<file path="config.mk">
export PLATFORM = sky130hd
export DESIGN_NAME = dbgmux_top
export DESIGN_NICKNAME = d
export VERILOG_FILES = /design/src/rtl/dbgmux_pkg.sv /design/src/rtl/dbgmux_cs_merge.sv /design/src/rtl/dbgmux_pin_sel.sv /design/src/rtl/dbgmux_out_stage.sv /design/src/rtl/dbgmux_top.sv
export SDC_FILE = /design/constraint.sdc
export NUM_CORES = 1
export LEC_CHECK = 0
export ABC_CLOCK_PERIOD_IN_PS = 1000
export BUFFER_PORTS_ARGS = -buffer_cell sky130_fd_sc_hd__buf_2
export CAP_MARGIN = 20
export CORE_UTILIZATION = 27
export DETAILED_ROUTE_END_ITERATION = 7
export HOLD_SLACK_MARGIN = 0.03
export SYNTH_ARGS = -nofsm -noshare
export SYNTH_HDL_FRONTEND = slang
export SYNTH_HIERARCHICAL = 1
export SYNTH_SLANG_ARGS = --single-unit
</file>
<file path="constraint.sdc">
create_clock -name clk -period 1 [get_ports clk]
set_clock_uncertainty 0.15 [all_clocks]
set_input_delay 0.2 -clock clk [delete_from_list [all_inputs] [get_ports clk]]
set_output_delay 0.2 -clock clk [all_outputs]
set_load 0.005 [all_outputs]
</file>
<file path="src/rtl/dbgmux_pkg.sv">
package dbgmux_pkg;

   typedef enum logic [1:0] {
      TAP_NONE = 2'd0,
      TAP_CLK  = 2'd1,
      TAP_IRQ  = 2'd2,
      TAP_FIQ  = 2'd3
   } tap_e;

   function automatic tap_e tap_of(input int idx, input int clk_b,
                                   input int irq_b, input int fiq_b);
      if (idx == clk_b)      return TAP_CLK;
      else if (idx == irq_b) return TAP_IRQ;
      else if (idx == fiq_b) return TAP_FIQ;
      else                   return TAP_NONE;
   endfunction

endpackage

</file>
<file path="src/rtl/dbgmux_cs_merge.sv">
module dbgmux_cs_merge (
   input  logic dbg_en,
   input  logic cs_n_norm,
   input  logic io_strb_n,
   output logic cs_n_d
);
   logic strb_gated_n;

   always_comb begin
      strb_gated_n = dbg_en ? io_strb_n : 1'b1;
      cs_n_d       = cs_n_norm & strb_gated_n;
   end
endmodule

</file>
<file path="src/rtl/dbgmux_pin_sel.sv">
module dbgmux_pin_sel #(
   parameter int PORT_W  = 8,
   parameter int CLK_BIT = 0,
   parameter int IRQ_BIT = 1,
   parameter int FIQ_BIT = 2
) (
   input  logic              dbg_en,
   input  logic [PORT_W-1:0] port_dir,
   input  logic [PORT_W-1:0] port_dat,
   input  logic              irq_n,
   input  logic              fiq_n,
   output logic [PORT_W-1:0] val_d,
   output logic              fwd_d
);
   import dbgmux_pkg::*;

   for (genvar i = 0; i < PORT_W; i++) begin : g_pin
      localparam tap_e TAP = tap_of(i, CLK_BIT, IRQ_BIT, FIQ_BIT);
      logic take;
      assign take = dbg_en & port_dir[i];
      if (TAP == TAP_IRQ) begin : g_irq
         assign val_d[i] = take ? irq_n : port_dat[i];
      end else if (TAP == TAP_FIQ) begin : g_fiq
         assign val_d[i] = take ? fiq_n : port_dat[i];
      end else if (TAP == TAP_CLK) begin : g_clk
         assign val_d[i] = port_dat[i];
         assign fwd_d    = take;
      end else begin : g_plain
         assign val_d[i] = port_dat[i];
      end
   end
endmodule

</file>
<file path="src/rtl/dbgmux_out_stage.sv">
module dbgmux_out_stage #(
   parameter int PORT_W  = 8,
   parameter bit OUT_REG = 1'b1
) (
   input  logic              clk,
   input  logic              rst_n,
   input  logic [PORT_W-1:0] val_d,
   input  logic [PORT_W-1:0] oe_d,
   input  logic              cs_n_d,
   input  logic              fwd_d,
   output logic [PORT_W-1:0] val_q,
   output logic [PORT_W-1:0] oe_q,
   output logic              cs_n_q,
   output logic              fwd_q
);
   if (OUT_REG) begin : g_reg
      always_ff @(posedge clk or negedge rst_n) begin
         if (!rst_n) begin
            val_q  <= '0;
            oe_q   <= '0;
            cs_n_q <= 1'b1;
            fwd_q  <= 1'b0;
         end else begin
            val_q  <= val_d;
            oe_q   <= oe_d;
            cs_n_q <= cs_n_d;
            fwd_q  <= fwd_d;
         end
      end
   end else begin : g_thru
      assign val_q  = val_d;
      assign oe_q   = oe_d;
      assign cs_n_q = cs_n_d;
      assign fwd_q  = fwd_d;
   end
endmodule

</file>
<file path="src/rtl/dbgmux_top.sv">
module dbgmux_top #(
   parameter int PORT_W  = 8,
   parameter int CLK_BIT = 0,
   parameter int IRQ_BIT = 1,
   parameter int FIQ_BIT = 2,
   parameter bit OUT_REG = 1'b1
) (
   input  logic              clk,
   input  logic              rst_n,
   input  logic              dbg_en,
   input  logic [PORT_W-1:0] port_dir,
   input  logic [PORT_W-1:0] port_dat,
   input  logic              cs_n_norm,
   input  logic              io_strb_n,
   input  logic              irq_n,
   input  logic              fiq_n,
   output logic [PORT_W-1:0] port_o,
   output logic [PORT_W-1:0] port_oe,
   output logic              cs_n_o
);
   localparam int MIN_W = 3;

   if (PORT_W < MIN_W) begin : g_bad_w
      $error("dbgmux_top: PORT_W must be at least 3");
   end
   if (CLK_BIT >= PORT_W || IRQ_BIT >= PORT_W || FIQ_BIT >= PORT_W) begin : g_bad_pos
      $error("dbgmux_top: tap position outside the port");
   end
   if (CLK_BIT == IRQ_BIT || CLK_BIT == FIQ_BIT || IRQ_BIT == FIQ_BIT) begin : g_dup_pos
      $error("dbgmux_top: tap positions must differ");
   end

   logic [PORT_W-1:0] val_d, val_q, oe_q;
   logic              cs_n_d, cs_n_q, fwd_d, fwd_q;

   dbgmux_cs_merge u_cs (
      .dbg_en    (dbg_en),
      .cs_n_norm (cs_n_norm),
      .io_strb_n (io_strb_n),
      .cs_n_d    (cs_n_d)
   );

   dbgmux_pin_sel #(
      .PORT_W  (PORT_W),
      .CLK_BIT (CLK_BIT),
      .IRQ_BIT (IRQ_BIT),
      .FIQ_BIT (FIQ_BIT)
   ) u_sel (
      .dbg_en   (dbg_en),
      .port_dir (port_dir),
      .port_dat (port_dat),
      .irq_n    (irq_n),
      .fiq_n    (fiq_n),
      .val_d    (val_d),
      .fwd_d    (fwd_d)
   );

   dbgmux_out_stage #(
      .PORT_W  (PORT_W),
      .OUT_REG (OUT_REG)
   ) u_out (
      .clk    (clk),
      .rst_n  (rst_n),
      .val_d  (val_d),
      .oe_d   (port_dir),
      .cs_n_d (cs_n_d),
      .fwd_d  (fwd_d),
      .val_q  (val_q),
      .oe_q   (oe_q),
      .cs_n_q (cs_n_q),
      .fwd_q  (fwd_q)
   );

   // the clock tap bypasses the register: the registered select only chooses the source
   always_comb begin
      port_o          = val_q;
      port_o[CLK_BIT] = fwd_q ? clk : val_q[CLK_BIT];
   end
   assign port_oe = oe_q;
   assign cs_n_o  = cs_n_q;
endmodule

</file>
# Yosys cells after proc, flatten, opt, wreduce, memory -nomap -nowiden
# Index checks and enable logic that the tools add are counted.
[totals]
rom_bits = 0
ramBits = 0
in_bits = 23
out_inout_bits = 17
elab_cells = 12
register_bits = 18
mem_count = 0
latch_bits = 0
[classes]
add_sub_neg = 0
reduce_logical = 0
n_mul = 0
eq_ne = 0
shifts = 0
div_mod_pow = 0
bitwise_logic = 4
n_lt_le_gt_ge = 0
mux = 4
[op_table]
columns = ["operator", "n"]
rows = [
  ["$and 1x1->1", 4],
  ["$mux 1", 4],
]

# Longest topological paths before layout
[logic_depth]
word_depth = 2
depth_mapped = 2
ltp_nobuf = 2

# By module
# The synthesis kept the hierarchy.
[by_module_without_submodules]
columns = ["module", "instances", "area_each_um2", "seq_area_each_um2", "cells_per_inst"]
rows = [
  ["dbgmux_out_stage", 1, 451.7, 451.7, 18],
  ["dbgmux_pin_sel", 1, 90.1, 0.0, 11],
  ["dbgmux_top", 1, 15.0, 0.0, 1],
  ["dbgmux_cs_merge", 1, 11.3, 0.0, 2],
]

==> impl_metrics.ini <==
[status]
status = complete, but fails checks
violations = setup timing

[yosys]
synth_warnings = 6
ys_seq_area_share_pct = 79.5
netlist_top_cells_area = dfrtp_1 75%, buf_4 7.9%, mux2_4 7.9%, dfstp_2 4.6%, a21boi_1 1.3%
synth-main-ff-cell = dfrtp_1
synth_top_area_cell = dfrtp_1
synthesis.nets = 55
synth_area_um2 = 568
synth.distinct_cells = 8
synth_top_area_share_pct = 74.9
synthCells = 32
synth.avg_cell_area_um2 = 17.8
ys_ff_latch = 18
yosysMostFrequentCell = dfrtp_1
synthTopCellsByCount = 17 x dfrtp_1, 6 x buf_4, 3 x mux2_4
synthArstFlopShare_pct = 100
synth-edff-count = 0

[timing]
drv_slew = 0
min_period_over_period_pct = 154
tightestPinTransition_ns = 0.390
clock.fmax_ghz = 0.648
setup_violations = 19
rsz0062_at_grt = true
relSlewSlack_pct = 74.0
fin_ws_ns = -0.543
period_minus_slack_ns = 1.54
report.final.hold_viol_count = 0

[power_and_ir_drop]
clockPowerShare_pct = 40.0
combPwrFrac_pct = 11.4
p_int_mw = 1.28
leakagePower_nw = 0.534
swShare_pct = 19.6
ir_drop_mv = 0.596
seqPwrFrac_pct = 48.7
power_density_nw_per_um2 = 1540
switching_power_mw = 0.314

[die]
rows = 16
core_um2 = 1960
die_y_um = 47.9
dieArea_um2 = 2290
pin_count = 40
start_util_pct = 29.0
die_w_um = 47.9

[setup_path]
crit_path_end = port_o[0]
worstSetupEndpointType = primary output
worstPathRequired_ns = 0.65
cp-startpoint = u_out/fwd_q
crit_path_max_fanout = 1
crit_arrival_ns = 1.19
path_class = reg2out
cp-start-kind = flip-flop

[layout]
fill_cells = 192
drive_gt1_share_pct = 55.3
antennaDiodeCount = 0
nets = 118
postLayoutCoreUtil_pct = 53.0
synthToLayoutAreaGrowth_pct = 83.0

[routing]
first_pass_iters = 1
post_drt_wl_per_cell_um = 9.75
ant_nets = 0
viasPerCell = 3.77
drc = 0
wirelength_mm = 1.18
initialDrtViolationCount = 0
num_vias = 456

[run]
drv_cap = 0

[global_routing]
grt_max_degree = 19
antenna_found_initial = 0
gr-usage-all-layers_pct = 12.1
grt_overflow = 0
grt_first_pass_wirelength_mm = 1.77
grt_pass1_vias = 493

[place]
place_congestion = 0.590
port_buffers = 39
pre_cts_slack_ns = -0.203

[cts]
cts_setup_buffers = 0
clk_pin_slew_ns = 0.10
cts_tree = yes

[min_path]
min_path_type = in2reg
-- layout by cell type, fill, tap and decap left out, drive strengths merged --
cell type    instances
inv                  1
mux2                 3
nand2                2
dfstp                1
clkbuf               7
dfrtp               17
buf                 39
a21boi               1
and2                 1
dlygate4sd3         22
-- registers in the layout, summed over array words and instances, names as in the netlist --
name / count
u_out/fwd_q: 1
u_out/val_q: 8
u_out/cs_n_q: 1
u_out/oe_q: 8
-- timing repair --
| action | in CTS | in global routing |
|---|---|---|
| hold buffers | 22 | 3 |
| resized for setup | 1 | 1 |
| hold endpoints to repair | 36 | 6 |
| endpoints found under the setup margin | 17 | 19 |
| pin swaps | 0 | 1 |
-- worst min path at each step --
stage	depth (start not counted)	end	slack, ns	start
4_1_cts	2	u_out/oe_q[7]	0.12	rst_n
6_report	3	u_out/val_q[2]	0.004	dbg_en
3_5_place_dp	1	u_out/val_q[3]	-0.005	rst_n
2_1_floorplan	0	u_out/fwd_q	-0.25	rst_n
3_3_place_gp	1	u_out/val_q[3]	-0.01	rst_n
5_1_grt	3	u_out/val_q[2]	0.002	dbg_en
-- per-layer routing --
layer	GRT usage, %	vias to the layer above	part of all wire [%]
met5	0	-	0
met4	10.6	0	1.6
met3	4.15	3	10
met2	21.9	31	51
met1	10.3	204	37
li1	-	218	-
-- cell type report --
class	count	area, um2	area share, %
multi-input combinational	7	70.1	6.74
inverter	1	3.75	0.361
timing repair buffer	60	410	39.5
tap	27	33.8	3.25
clock buffer	8	70.1	6.74
sequential	18	452	43.4
-- cell families (layout without fill, tap and decap cells) --
group	count (synthesis)	count (layout)	share of synthesized area (%)
compound gates	1	1	1.32
buf+inv	7	69	8.59
flops	18	18	79.5
mux	3	3	7.93
simple gates	3	3	2.64
-- critical path: stages (launching register included) --
cell	delay (ns)
dfrtp_1	0.39
mux2_4	0.30
buf_6	0.11
-- power by group through the flow --
stage,logic (mW),registers [mW],clock network [mW]
floorplan,0.0337,0.799,0.0234
global placement,0.115,0.791,0.0337
detailed placement,0.117,0.792,0.0337
CTS,0.182,0.777,0.670
global route,0.206,0.783,0.722
finish,0.182,0.777,0.639
-- metrics by stage --
stage	instances	instance area, um2	total power, mW	setup TNS (ns)	hold WS [ns]
after floorplan	32	568	0.856	-0.0940	-0.246
after global placement	92	752	0.940	-0.203	-0.0110
after detailed placement	92	752	0.942	-0.203	-0.00497
after CTS	121	1040	1.63	-4.78	0.116
after global routing	121	1040	1.71	-5.44	0.00155
final	121	1040	1.60	-4.46	0.00377
No activity file was read; power rests on OpenSTA's default activity.
